$ cat src/rtl/vls_pkg.sv
// Shared types and width helpers for the vector element sequencer.
// Assumes a 64-bit register element container and 2-bit width codes.
package vls_pkg;

    localparam int XLEN = 64;

    typedef enum logic [1:0] {
        WC_FULL = 2'd0,
        WC_B8   = 2'd1,
        WC_B16  = 2'd2,
        WC_B32  = 2'd3
    } wcode_e;

    typedef enum logic [1:0] {
        ST_IDLE = 2'd0,
        ST_RUN  = 2'd1,
        ST_FIN  = 2'd2
    } seq_st_e;

    typedef struct packed {
        logic   s1_vec;
        logic   s2_vec;
        logic   d_vec;
        wcode_e s1_wc;
        wcode_e s2_wc;
        wcode_e d_wc;
    } vflags_t;

    // Order of widths: larger rank means wider element.
    function automatic logic [1:0] wc_rank(input wcode_e wc);
        case (wc)
            WC_B8:   return 2'd0;
            WC_B16:  return 2'd1;
            WC_B32:  return 2'd2;
            default: return 2'd3;
        endcase
    endfunction

    // Bit mask that keeps the low bits of one element of the given width.
    function automatic logic [XLEN-1:0] wc_mask(input wcode_e wc);
        case (wc)
            WC_B8:   return XLEN'(64'h0000_0000_0000_00FF);
            WC_B16:  return XLEN'(64'h0000_0000_0000_FFFF);
            WC_B32:  return XLEN'(64'h0000_0000_FFFF_FFFF);
            default: return '1;
        endcase
    endfunction

endpackage

$ cat src/rtl/vls_loop_ctrl.sv
// Element loop controller: accepts an operation, steps one element per
// clock, gates each element with its predicate bit and ends on the last
// element or after the first write when the destination is scalar.
// Assumes dst_vec is held stable by the parent while the loop runs.
module vls_loop_ctrl
    import vls_pkg::*;
#(
    parameter int MAXVL = 64,
    parameter int VL_W  = $clog2(MAXVL + 1),
    parameter int IDX_W = $clog2(MAXVL)
) (
    input  logic             clk,
    input  logic             rst_n,
    input  logic             start,
    input  logic [VL_W-1:0]  vl_in,
    input  logic [MAXVL-1:0] pred_in,
    input  logic             dst_vec,
    output logic             accept,
    output logic             run,
    output logic             act,
    output logic             busy,
    output logic             done,
    output logic [IDX_W-1:0] elem
);

    seq_st_e          st;
    logic [VL_W-1:0]  vl_q;
    logic [MAXVL-1:0] pred_q;
    logic [VL_W-1:0]  vl_eff;
    logic             last;

    // Clamp the requested count to the supported maximum.
    always_comb begin
        vl_eff = (vl_in > VL_W'(MAXVL)) ? VL_W'(MAXVL) : vl_in;
    end

    // Decode state and the current element's gate and exit conditions.
    always_comb begin
        accept = (st == ST_IDLE) && start;
        run    = (st == ST_RUN);
        act    = run && pred_q[elem];
        last   = ((VL_W'(elem) + VL_W'(1)) == vl_q) || (act && !dst_vec);
        busy   = (st != ST_IDLE);
        done   = (st == ST_FIN);
    end

    // State, element counter and captured count/predicate.
    always_ff @(posedge clk) begin
        if (!rst_n) begin
            st     <= ST_IDLE;
            elem   <= '0;
            vl_q   <= '0;
            pred_q <= '0;
        end else begin
            case (st)
                ST_IDLE: begin
                    if (start) begin
                        vl_q   <= vl_eff;
                        pred_q <= pred_in;
                        elem   <= '0;
                        st     <= (vl_eff == '0) ? ST_FIN : ST_RUN;
                    end
                end
                ST_RUN: begin
                    if (last) begin
                        st <= ST_FIN;
                    end else begin
                        elem <= elem + IDX_W'(1);
                    end
                end
                ST_FIN:  st <= ST_IDLE;
                default: st <= ST_IDLE;
            endcase
        end
    end

endmodule

$ cat src/rtl/vls_lane_idx.sv
// Element index for one operand: follows the loop's element number when
// the operand is a vector, stays at zero when it is scalar.
// Assumes elem is the live element counter of the loop controller.
module vls_lane_idx #(
    parameter int IDX_W = 6
) (
    input  logic             run,
    input  logic             is_vec,
    input  logic [IDX_W-1:0] elem,
    output logic [IDX_W-1:0] idx
);

    // Select the lane position or the scalar slot.
    always_comb begin
        idx = (run && is_vec) ? elem : '0;
    end

endmodule

$ cat src/rtl/vls_add_unit.sv
// Width-aware adder: picks the wider source width, truncates both read
// values to it, adds them and truncates the sum to the destination width.
// Assumes read values arrive in the same cycle as the request.
module vls_add_unit
    import vls_pkg::*;
(
    input  logic [XLEN-1:0] a_data,
    input  logic [XLEN-1:0] b_data,
    input  wcode_e          a_wc,
    input  wcode_e          b_wc,
    input  wcode_e          d_wc,
    output wcode_e          src_wc,
    output logic [XLEN-1:0] sum
);

    logic [XLEN-1:0] src_mask;

    // Choose the common source width from the two operand widths.
    always_comb begin
        src_wc   = (wc_rank(a_wc) >= wc_rank(b_wc)) ? a_wc : b_wc;
        src_mask = wc_mask(src_wc);
    end

    // Add truncated sources and trim the result to the destination width.
    always_comb begin
        sum = ((a_data & src_mask) + (b_data & src_mask)) & wc_mask(d_wc);
    end

endmodule

$ cat src/rtl/vls_seq.sv
// Predicated vector add sequencer top: captures one operation, runs the
// element loop, drives two indexed read ports and one write port.
// Assumes a register file that answers reads combinationally and accepts
// a write in the cycle wr_en is high.
module vls_seq
    import vls_pkg::*;
#(
    parameter int MAXVL = 64,
    parameter int REG_W = 7,
    parameter int VL_W  = $clog2(MAXVL + 1),
    parameter int IDX_W = $clog2(MAXVL)
) (
    input  logic             clk,
    input  logic             rst_n,
    input  logic             start,
    input  logic [VL_W-1:0]  vl,
    input  logic [MAXVL-1:0] pred,
    input  logic [REG_W-1:0] src1_reg,
    input  logic [REG_W-1:0] src2_reg,
    input  logic [REG_W-1:0] dst_reg,
    input  logic             src1_vec,
    input  logic             src2_vec,
    input  logic             dst_vec,
    input  logic [1:0]       src1_wc,
    input  logic [1:0]       src2_wc,
    input  logic [1:0]       dst_wc,
    output logic             busy,
    output logic             done,
    output logic [REG_W-1:0] rd1_reg,
    output logic [IDX_W-1:0] rd1_idx,
    output logic [1:0]       rd1_wc,
    input  logic [XLEN-1:0]  rd1_data,
    output logic [REG_W-1:0] rd2_reg,
    output logic [IDX_W-1:0] rd2_idx,
    output logic [1:0]       rd2_wc,
    input  logic [XLEN-1:0]  rd2_data,
    output logic             wr_en,
    output logic [REG_W-1:0] wr_reg,
    output logic [IDX_W-1:0] wr_idx,
    output logic [1:0]       wr_wc,
    output logic [XLEN-1:0]  wr_data
);

    localparam int NOPS = 3;

    logic             accept;
    logic             run;
    logic             act;
    logic [IDX_W-1:0] elem;
    vflags_t          flags;
    logic [REG_W-1:0] s1_reg_q;
    logic [REG_W-1:0] s2_reg_q;
    logic [REG_W-1:0] d_reg_q;
    logic             vec_a [NOPS];
    logic [IDX_W-1:0] idx_a [NOPS];
    wcode_e           src_wc;
    logic [XLEN-1:0]  sum;

    // Capture the operation's operands when the loop accepts it.
    always_ff @(posedge clk) begin
        if (!rst_n) begin
            flags    <= '0;
            s1_reg_q <= '0;
            s2_reg_q <= '0;
            d_reg_q  <= '0;
        end else if (accept) begin
            flags.s1_vec <= src1_vec;
            flags.s2_vec <= src2_vec;
            flags.d_vec  <= dst_vec;
            flags.s1_wc  <= wcode_e'(src1_wc);
            flags.s2_wc  <= wcode_e'(src2_wc);
            flags.d_wc   <= wcode_e'(dst_wc);
            s1_reg_q     <= src1_reg;
            s2_reg_q     <= src2_reg;
            d_reg_q      <= dst_reg;
        end
    end

    vls_loop_ctrl #(
        .MAXVL (MAXVL),
        .VL_W  (VL_W),
        .IDX_W (IDX_W)
    ) u_ctrl (
        .clk     (clk),
        .rst_n   (rst_n),
        .start   (start),
        .vl_in   (vl),
        .pred_in (pred),
        .dst_vec (flags.d_vec),
        .accept  (accept),
        .run     (run),
        .act     (act),
        .busy    (busy),
        .done    (done),
        .elem    (elem)
    );

    // Gather the vector flags in operand order: source 1, source 2, dest.
    always_comb begin
        vec_a[0] = flags.s1_vec;
        vec_a[1] = flags.s2_vec;
        vec_a[2] = flags.d_vec;
    end

    for (genvar k = 0; k < NOPS; k++) begin : g_lane
        vls_lane_idx #(
            .IDX_W (IDX_W)
        ) u_idx (
            .run    (run),
            .is_vec (vec_a[k]),
            .elem   (elem),
            .idx    (idx_a[k])
        );
    end

    vls_add_unit u_add (
        .a_data (rd1_data),
        .b_data (rd2_data),
        .a_wc   (flags.s1_wc),
        .b_wc   (flags.s2_wc),
        .d_wc   (flags.d_wc),
        .src_wc (src_wc),
        .sum    (sum)
    );

    // Drive the read and write ports from captured operands and the loop.
    always_comb begin
        rd1_reg = s1_reg_q;
        rd1_idx = idx_a[0];
        rd1_wc  = src_wc;
        rd2_reg = s2_reg_q;
        rd2_idx = idx_a[1];
        rd2_wc  = src_wc;
        wr_en   = act;
        wr_reg  = d_reg_q;
        wr_idx  = idx_a[2];
        wr_wc   = flags.d_wc;
        wr_data = sum;
    end

endmodule

$ cat config.mk
export PLATFORM = sky130hd
export DESIGN_NAME = vls_seq
export DESIGN_NICKNAME = d
export VERILOG_FILES = /design/src/rtl/vls_pkg.sv /design/src/rtl/vls_loop_ctrl.sv /design/src/rtl/vls_lane_idx.sv /design/src/rtl/vls_add_unit.sv /design/src/rtl/vls_seq.sv
export SDC_FILE = /design/constraint.sdc
export NUM_CORES = 1
export LEC_CHECK = 0
export CORE_MARGIN = 1
export CORE_UTILIZATION = 48
export CTS_CLUSTER_SIZE = 30
export DETAILED_ROUTE_END_ITERATION = 10
export GPL_TIMING_DRIVEN = 0
export PLACE_DENSITY_LB_ADDON = 0.12
export SLEW_MARGIN = 20
export SYNTH_ARGS = -nofsm -noshare
export SYNTH_HDL_FRONTEND = slang
export SYNTH_HIERARCHICAL = 1
export SYNTH_SLANG_ARGS = --single-unit
$ cat constraint.sdc
create_clock -name clk -period 7.7 [get_ports clk]
set_clock_uncertainty 0.1 [all_clocks]
set_input_delay 1.155 -clock clk [delete_from_list [all_inputs] [get_ports clk]]
set_output_delay 1.155 -clock clk [all_outputs]
set_load 0.02 [all_outputs]
-- Word-level counts from Yosys, hierarchy flattened
Index checks and enable logic that the tools add are counted.
Widths: inputs -> output; s select.
- flip-flop bits (word level): 109
- bits in latches: 0
- memory bits (writable): 0
- bits in read-only memories: 0
- output and inout port bits: 112
- memories: 0
- $add $sub $neg: 3
- $mul: 0
- div/mod/pow operators: 0
- $lt $le $gt $ge: 3
- eq/ne operators: 18
- shift operators: 0
- muxes and demuxes: 18
- bitwise gates (word level): 3
- reduce and logical (&&, ||, !) cells: 15
- operator list (cell ; count):
    $pmux 64 s3 ; 2
    $and 64x64->64 ; 3
    $add 64x64->64 ; 1
    $mux 6 ; 5
    $eq 2x2->1 const B ; 9
    $pmux 2 s3 ; 2
    $pmux 6 s2 ; 1
    $eq 2x1->1 const B ; 5
    $mux 2 ; 4
    $add 6x1->7 const B ; 1
    $eq 7x7->1 ; 1
    $gt 7x7->1 const B ; 1
    $logic_not 7->1 ; 1
    $lt 6x7->1 const B ; 1
    $mux 7 ; 1
    $add 6x1->6 const B ; 1
    $bmux 1 s6 ; 1
    $logic_and 1x1->1 ; 6
    $ne 2x2->1 const B ; 3
    $pmux 2 s2 ; 1
    $reduce_and 2->1 ; 2
    $reduce_bool 2->1 ; 2
    $reduce_and 3->1 ; 1
    $ge 2x2->1 ; 1
    4 further kinds ; 4

-- Logic depth before layout (Yosys ltp)
Gate-level depths: netlist of the first run.
- depth after elaboration: 9
- depth in mapped cells: 25

-- By module
The synthesis of the first run kept the hierarchy.
- modules (own cells, without submodules) (module ; times used ; cells an instance ; area each (µm²) ; sequential area each (µm²)):
    vls_add_unit ; 1 ; 814 ; 5201.2 ; 0.0
    vls_loop_ctrl ; 1 ; 450 ; 3768.6 ; 1581.5
    vls_seq ; 1 ; 101 ; 1201.2 ; 600.6
    vls_lane_idx ; 3 ; 6 ; 37.5 ; 0.0

-- Worst setup path after synthesis of the first run
Ideal clock, no wire load.
- path kind: reg2out
- start point: reg flags[2] (netlist bit)
- end point: out wr_data[62]
- arrival time: 5.237 ns
- required time: 6.445 ns
- path slack: 1.208 ns
- stages on the path, launching flop included: 26
- buffers on the path: 4
- path through: dfxtp_1 inv_1 ha_1 or2_2 ha_1 nand2b_1 a21oi_1 nor2_1 a21oi_1 clkbuf_1 clkbuf_1 inv_1 ha_1 clkbuf_1 and2_1 ha_1 clkbuf_1 a21oi_1 o21ai_1 a21oi_1 o21ai_0 a221oi_1 o41ai_4 a41o_2 a21oi_2 mux2i_1
- word-level cells in the longest chain between the ends: 9
- ends and longest elaborated chain (element ; RTL line ; source):
    from (decl) ; vls_seq.sv:50 ; vflags_t flags;
    $eq 2x2->1 or $eq 2x1->1 (tied branches) ; vls_pkg.sv:31 ; case (wc)
    $pmux 2 s3 ; vls_pkg.sv:31 ;
    $ge 2x2->1 ; vls_add_unit.sv:20 ; src_wc = (wc_rank(a_wc) >= wc_rank(b_wc)) ? a_wc : b_wc;
    $mux 2 * ; vls_add_unit.sv:20 ;
    $eq 2x2->1 or $eq 2x1->1 (tied branches) ; vls_pkg.sv:41 ; case (wc)
    $pmux 64 s3 * ; vls_pkg.sv:41 ;
    $and 64x64->64 ; vls_add_unit.sv:26 ; sum = ((a_data & src_mask) + (b_data & src_mask)) & wc_mask(d_wc);
    $add 64x64->64 * ; vls_add_unit.sv:26 ;
    $and 64x64->64 * ; vls_add_unit.sv:26 ;
    to (decl) ; vls_seq.sv:41 ; output logic [XLEN-1:0] wr_data
Mark *: on every way between the ends. The rest lies on a longest branch, timed or not.

-- Worst setup path in the final report of the first run
- start point: reg flags[2] (netlist bit)
- end point: out wr_data[59]
The elaborated chain is that of the path after synthesis.

==> results of run 1 <==
## path summary, 6_finish.rpt
path / to / slack, ps / cells past startpoint
worst min register to register: u_ctrl/pred_q[16]$_SDFFE_PN0P_ / 360 / 2
worst max register to register: u_ctrl/elem[0]$_SDFFE_PN0P_ / 4670 / 10
worst max-delay path: wr_data[59] / 340 / 23
worst min-delay path: u_ctrl/pred_q[16]$_SDFFE_PN0P_ / 360 / 2
## power groups by stage
stage	combinational, mW	sequential (mW)	clock (mW)
finish	2.30	0.637	0.463
CTS	2.27	0.637	0.472
global route	2.48	0.642	0.492
floorplan	1.42	0.651	0
global placement	2.24	0.647	0
detailed placement	2.26	0.650	0
## Yosys cell counts, types with 7 or more instances
library cell | instances | area share [%]
nand2_1 | 214 | 7.8
dfxtp_1 | 109 | 21
a21oi_1 | 101 | 4.9
nor2_1 | 91 | 3.3
and3_1 | 86 | 5.2
clkbuf_1 | 82 | 3.0
ha_1 | 73 | 8.9
nor2b_1 | 62 | 3.8
a21boi_0 | 55 | 4.0
mux2i_1 | 53 | 5.2
and2_1 | 42 | 2.6
o21ai_0 | 40 | 1.9
xnor2_1 | 34 | 2.9
inv_1 | 33 | 1.2
nand4_1 | 32 | 1.9
a21o_1 | 25 | 1.8
xor2_1 | 24 | 2.0
nand3_1 | 21 | 1.0
o21a_1 | 17 | 1.2
nand2b_1 | 15 | 0.91
nor3_1 | 14 | 0.68
a31oi_1 | 12 | 0.73
o21bai_1 | 12 | 0.88
nand3b_1 | 10 | 0.73
o21ai_1 | 10 | 0.49
a22oi_1 | 9 | 0.66
mux4_2 | 8 | 1.8
or3_1 | 8 | 0.49
buf_4 | 7 | 0.51
## cell families (layout without fill, tap and decap cells)
| logic type | Yosys count | count (layout) | synth area share, % |
|---|---|---|---|
| compound gates | 329 | 329 | 21.7 |
| xor+xnor | 58 | 58 | 4.94 |
| fa+ha+maj | 74 | 74 | 9.08 |
| buf+inv | 138 | 487 | 6.22 |
| flops | 109 | 109 | 21.2 |
| mux | 62 | 62 | 7.02 |
| other cells | 0 | 4 | 0 |
| simple gates | 613 | 613 | 29.9 |
## cell type report
| cell class | count | share of cell area [%] |
|---|---|---|
| Antenna cell | 4 | 0.0694 |
| Buffer | 95 | 3.44 |
| Clock buffer | 10 | 1.66 |
| Clock inverter | 6 | 0.425 |
| Inverter | 33 | 0.858 |
| Multi-Input combinational cell | 1136 | 52.2 |
| Sequential cell | 109 | 15.1 |
| Tap cell | 275 | 2.38 |
| Timing Repair Buffer | 343 | 23.9 |
## what timing repair did
| action | CTS | global route |
|---|---|---|
| pin swaps | 1 | 0 |
| hold buffers | 0 | 0 |
| endpoints found under the setup margin | 42 | 26 |
| gates resized for setup | 13 | 18 |
| buffers inserted | 1 | 0 |
## worst min-delay path, cell delays in order (launching register included)
cell	delay, ps
dfxtp_1	310
nand2_1	50
a21oi_1	50
## layer usage
metal / vias up / part of all wire, % / global-route usage [%]
li1: 5550 / - / -
met1: 5172 / 42 / 36.5
met2: 445 / 49 / 52.0
met3: 50 / 6.7 / 3.65
met4: 0 / 2.5 / 9.74
met5: - / 0 / 0
==> flow_metrics.tcl, run 1 <==
set metrics [dict create \
    status "complete, no violations" \
    max-cap-violations 0 \
    start_util_pct 48.9 \
    avgSynthCellArea_um2 7.44 \
    crit_arrival_ps 6100 \
    synthFlopType "dfxtp_1" \
    core_area_um2 21000 \
    antenna_left 0 \
    slew_headroom_pct 44.8 \
    routed_via_density 5.58 \
    hold_violations 0 \
    rsz0062_at_grt "false" \
    most-common-layout-cells "335 x clkdlybuf4s50_1, 214 x nand2_1, 109 x dfxtp_1" \
    routedWlPerCell_um 16.7 \
    power_mw 3.40 \
    final_common_cell "clkdlybuf4s50_1" \
    cts_root_buf "clkbuf_16" \
    synth-edff-count 0 \
    cp_slowest_cell "clkdlybuf4s50_1" \
    peakVddDrop_uv 162 \
    ctsHtreeMaxLevel 3 \
    whs_ps 360 \
    grt-ovfl-total 0 \
    ys_types 74 \
    wirelength_mm 33.5 \
    placed_cells 2000 \
    dpl-instance-area_um2 14100 \
    dp_slack_ps -647 \
    cp_top_family "compound AO/OA/AOI/OAI gates" \
    async_flop_share_pct 0 \
    ys_seq_elements 109 \
    min_period_ps 7360 \
    die_h_um 148 \
    yosysWarnings 6 \
    fp.dieW_um 148 \
    worstPathRequired_ps 6440 \
    p_leak_nw 5.89 \
    largest_reg_flops 64 \
    pwr-share-comb_pct 67.6 \
    r2r-start "u_ctrl/elem[2]$_SDFFE_PN0P_" \
    syn-num-nets 1689 \
    syn_area_um2 10300 \
    p_clk_share_pct 13.6 \
    cts_sinks 109 \
    final_nets 2033 \
    portBuffers 342 \
    max_freq_mhz 136 \
    fin_area_um2 14400 \
    finalSetupViolations 0 \
    hp-class "flip-flop to flip-flop" \
    dieArea_um2 22000 \
    cts_inserted_buffers 9 \
    drive_gt1_share_pct 4.62 \
    cts_tree "done" \
    area_growth_pct 40.3 \
    tightest_slew_ps 828 \
    slowest_delay_ps 660 \
    final-seq-area_um2 2180 \
    final.setup.tns_ps 0 \
    end_kind "output pin" \
    dr_total_vias 11217 \
    slew_violations 0 \
    crit_fanout 19 \
    dpl.hpwl_mm 27.2 \
    grt_pass1_wl_mm 52.4 \
    cts_buffer_depth 2 \
    gp_congestion 0.956 \
    fin_util_pct 68.7 \
    nFillCells 1800 \
    ios 344 \
    antenna_found_initial 4 \
    worstHoldStart "u_ctrl/pred_q[16]$_SDFFE_PN0P_" \
    finalCritPeriodShare_pct 95.5 \
    grt_max_degree 24 \
    crit_path_start_kind "flip-flop" \
    critPathKind "flip-flop to output pin" \
    switching_share_pct 45.5 \
    fin_cells 2011 \
    drt_iter0_markers 734 \
    rows 53 \
    clock_latency_ps 360 \
    ys_seq_area_share_pct 21.2 \
    p_seq_share_pct 18.7 \
    worst_slack_ps 345 \
    grt_usage_pct 29.3 \
    critPathBufInv 4 \
    startpoint "flags[2]$_SDFFE_PN0P_" \
    p_int_mw 1.85 \
    multiInputGateArea_um2 7530 \
    synthCells 1383 \
    grt_pass1_vias 10480 \
    top_register "u_ctrl/pred_q" \
    crit_chain "inv_1 -> ha_1 -> or2_2 -> ha_1 -> nand2b_1 -> a21oi_1 -> nor2_1 -> a21oi_1 -> buf_6 -> inv_1 -> ha_4 -> nor2b_1 -> ha_1 -> o21a_1 -> a221oi_4 -> nor2_1 -> a311oi_4 -> o211ai_2 -> a41oi_2 -> o21ai_1 -> a21oi_1 -> mux2i_1 -> clkdlybuf4s50_1" \
    power.switching_mw 1.55 \
    firstDrtPassIters 7 \
    clkTransAtPathRegs_ps 70 \
    drc 0 \
    power.density_nw_per_um2 235 \
]
Note: power is estimated with default switching activity, not from simulation.
==> inputs of run 2 (changes only) <==
--- a/config.mk
+++ b/config.mk
@@ -6,7 +6,7 @@
 export NUM_CORES = 1
 export LEC_CHECK = 0
 export CORE_MARGIN = 1
-export CORE_UTILIZATION = 48
+export CORE_UTILIZATION = 51
 export CTS_CLUSTER_SIZE = 30
 export DETAILED_ROUTE_END_ITERATION = 10
 export GPL_TIMING_DRIVEN = 0
==> constraint.sdc (replaced) <==
create_clock -name clk -period 9.1 [get_ports clk]
set_clock_uncertainty 0.1 [all_clocks]
set_input_delay 1.365 -clock clk [delete_from_list [all_inputs] [get_ports clk]]
set_output_delay 1.365 -clock clk [all_outputs]
set_load 0.02 [all_outputs]
==> flow_metrics.tcl, run 2 (synthesis gave the netlist of run 1 again) <==
set metrics [dict create \
    status "complete, no violations" \
    cts_root_buf "clkbuf_16" \
    max_freq_mhz 115 \
    core_area_um2 19600 \
    cts_tree "done" \
    wirelength_mm 34.1 \
    crit_arrival_ps 7190 \
    critPathKind "flip-flop to output pin" \
    cts_sinks 109 \
    ctsHtreeMaxLevel 3 \
    antenna_found_initial 3 \
    grt_usage_pct 31.5 \
    clock_latency_ps 350 \
    routed_via_density 5.71 \
    final.setup.tns_ps 0 \
    crit_fanout 10 \
    routedWlPerCell_um 17.0 \
    max-cap-violations 0 \
    portBuffers 342 \
    start_util_pct 52.5 \
    final_common_cell "clkdlybuf4s50_1" \
    grt_max_degree 24 \
    p_leak_nw 5.80 \
    drt_iter0_markers 894 \
    hold_violations 0 \
    cts_inserted_buffers 9 \
    cts_buffer_depth 2 \
    min_period_ps 8660 \
    worstPathRequired_ps 7640 \
    end_kind "output pin" \
    finalSetupViolations 0 \
    largest_reg_flops 64 \
    grt_pass1_vias 10431 \
    hold_buffers 0 \
    dr_total_vias 11474 \
    peakVddDrop_uv 119 \
    hp-class "flip-flop to flip-flop" \
    most-common-layout-cells "342 x clkdlybuf4s50_1, 214 x nand2_1, 109 x dfxtp_1" \
    drive_gt1_share_pct 4.02 \
    rows 51 \
    power.density_nw_per_um2 201 \
    nFillCells 1636 \
    cp_slowest_cell "clkdlybuf4s50_1" \
    antenna_left 0 \
    drc 0 \
    top_register "u_ctrl/pred_q" \
    dieArea_um2 20700 \
    area_growth_pct 39.7 \
    crit_path_start_kind "flip-flop" \
    finalCritPeriodShare_pct 95.2 \
    die_h_um 144 \
    slowest_delay_ps 670 \
    gp_congestion 0.978 \
    firstDrtPassIters 6 \
    ios 344 \
    grt-ovfl-total 0 \
    grt_pass1_wl_mm 52.0 \
    fp.dieW_um 144 \
    rsz0062_at_grt "false" \
    power_mw 2.88 \
    clkTransAtPathRegs_ps 70 \
    dpl.hpwl_mm 27.4 \
    slew_headroom_pct 44.1 \
    tightest_slew_ps 838 \
    final_nets 2041 \
    slew_violations 0 \
]
## run 2: changes by cell type in the layout (fill, tap and decap cells not counted), moves of 2 or more
cell             delta
dlymetal6s2s_1      -6
buf_6               -2
ha_1                +2
clkbuf_1           +12
clkdlybuf4s50_1     +7
inv_8               +2
## run 2: stage by stage
step | hold slack, ps | instance area [um^2] | utilization, % | std cells | worst slack [ps]
floorplan | 336 | 10300 | - | 1383 | 2400
global placement | 341 | 14000 | 71.7 | 1990 | 535
detailed placement | 346 | 14000 | 71.7 | 1990 | 505
CTS | 356 | 14300 | 73.2 | 2006 | 93.2
global route | 371 | 14400 | 73.3 | 2008 | 66.4
finish | 356 | 14400 | 73.3 | 2010 | 441
## run 2: repair_timing
action                                  4_1_cts  5_1_grt
endpoints found under the hold margin         0        0
setup buffers                                 0        0
endpoints found under the setup margin        0       12
resized for setup                             0        6
## run 2: final timing paths
check	startpoint	cells past startpoint	endpoint	slack, ps
setup / recovery	flags[2]$_SDFFE_PN0P_	25	wr_data[61]	440
hold / removal	u_ctrl/pred_q[3]$_SDFFE_PN0P_	2	u_ctrl/pred_q[3]$_SDFFE_PN0P_	360
setup reg to reg	u_ctrl/elem[2]$_SDFFE_PN0P_	10	u_ctrl/elem[0]$_SDFFE_PN0P_	6160
hold reg to reg	u_ctrl/pred_q[3]$_SDFFE_PN0P_	2	u_ctrl/pred_q[3]$_SDFFE_PN0P_	360
## run 2: cell type report
cell class | instances | area, um^2 | area share [%]
Inverter | 33 | 124 | 0.863
Clock inverter | 6 | 60.1 | 0.418
Timing Repair Buffer | 342 | 3420 | 23.8
Buffer | 104 | 514 | 3.58
Sequential cell | 109 | 2180 | 15.2
Clock buffer | 10 | 239 | 1.66
Multi-Input combinational cell | 1136 | 7470 | 52.0
Tap cell | 265 | 332 | 2.31
Antenna cell | 5 | 12.5 | 0.0871
## run 2: per-layer routing
layer	global-route usage [%]	up-vias	share of wire (%)
met2	54.0	544	48
met4	14.3	0	3.5
met1	39.5	5282	41
met3	3.58	75	7.5
li1	-	5573	-
met5	0	-	0
## run 2: worst max-delay path: cells and delay by family, from the launching register on
kind | cells | cell delay [ps]
flip-flops | 1 | 360
AND/OR/NAND/NOR | 6 | 990
adder cells (fa/ha/maj) | 4 | 1180
AO/OA/AOI/OAI | 9 | 2260
buffers and inverters | 6 | 2080
## run 2: power by group
part           leakage (nW)  internal, mW  switching, mW
registers             0.894         0.514         0.0246
clock network         0.150         0.202          0.193
logic                  4.75         0.845           1.10
total                  5.80          1.56           1.32
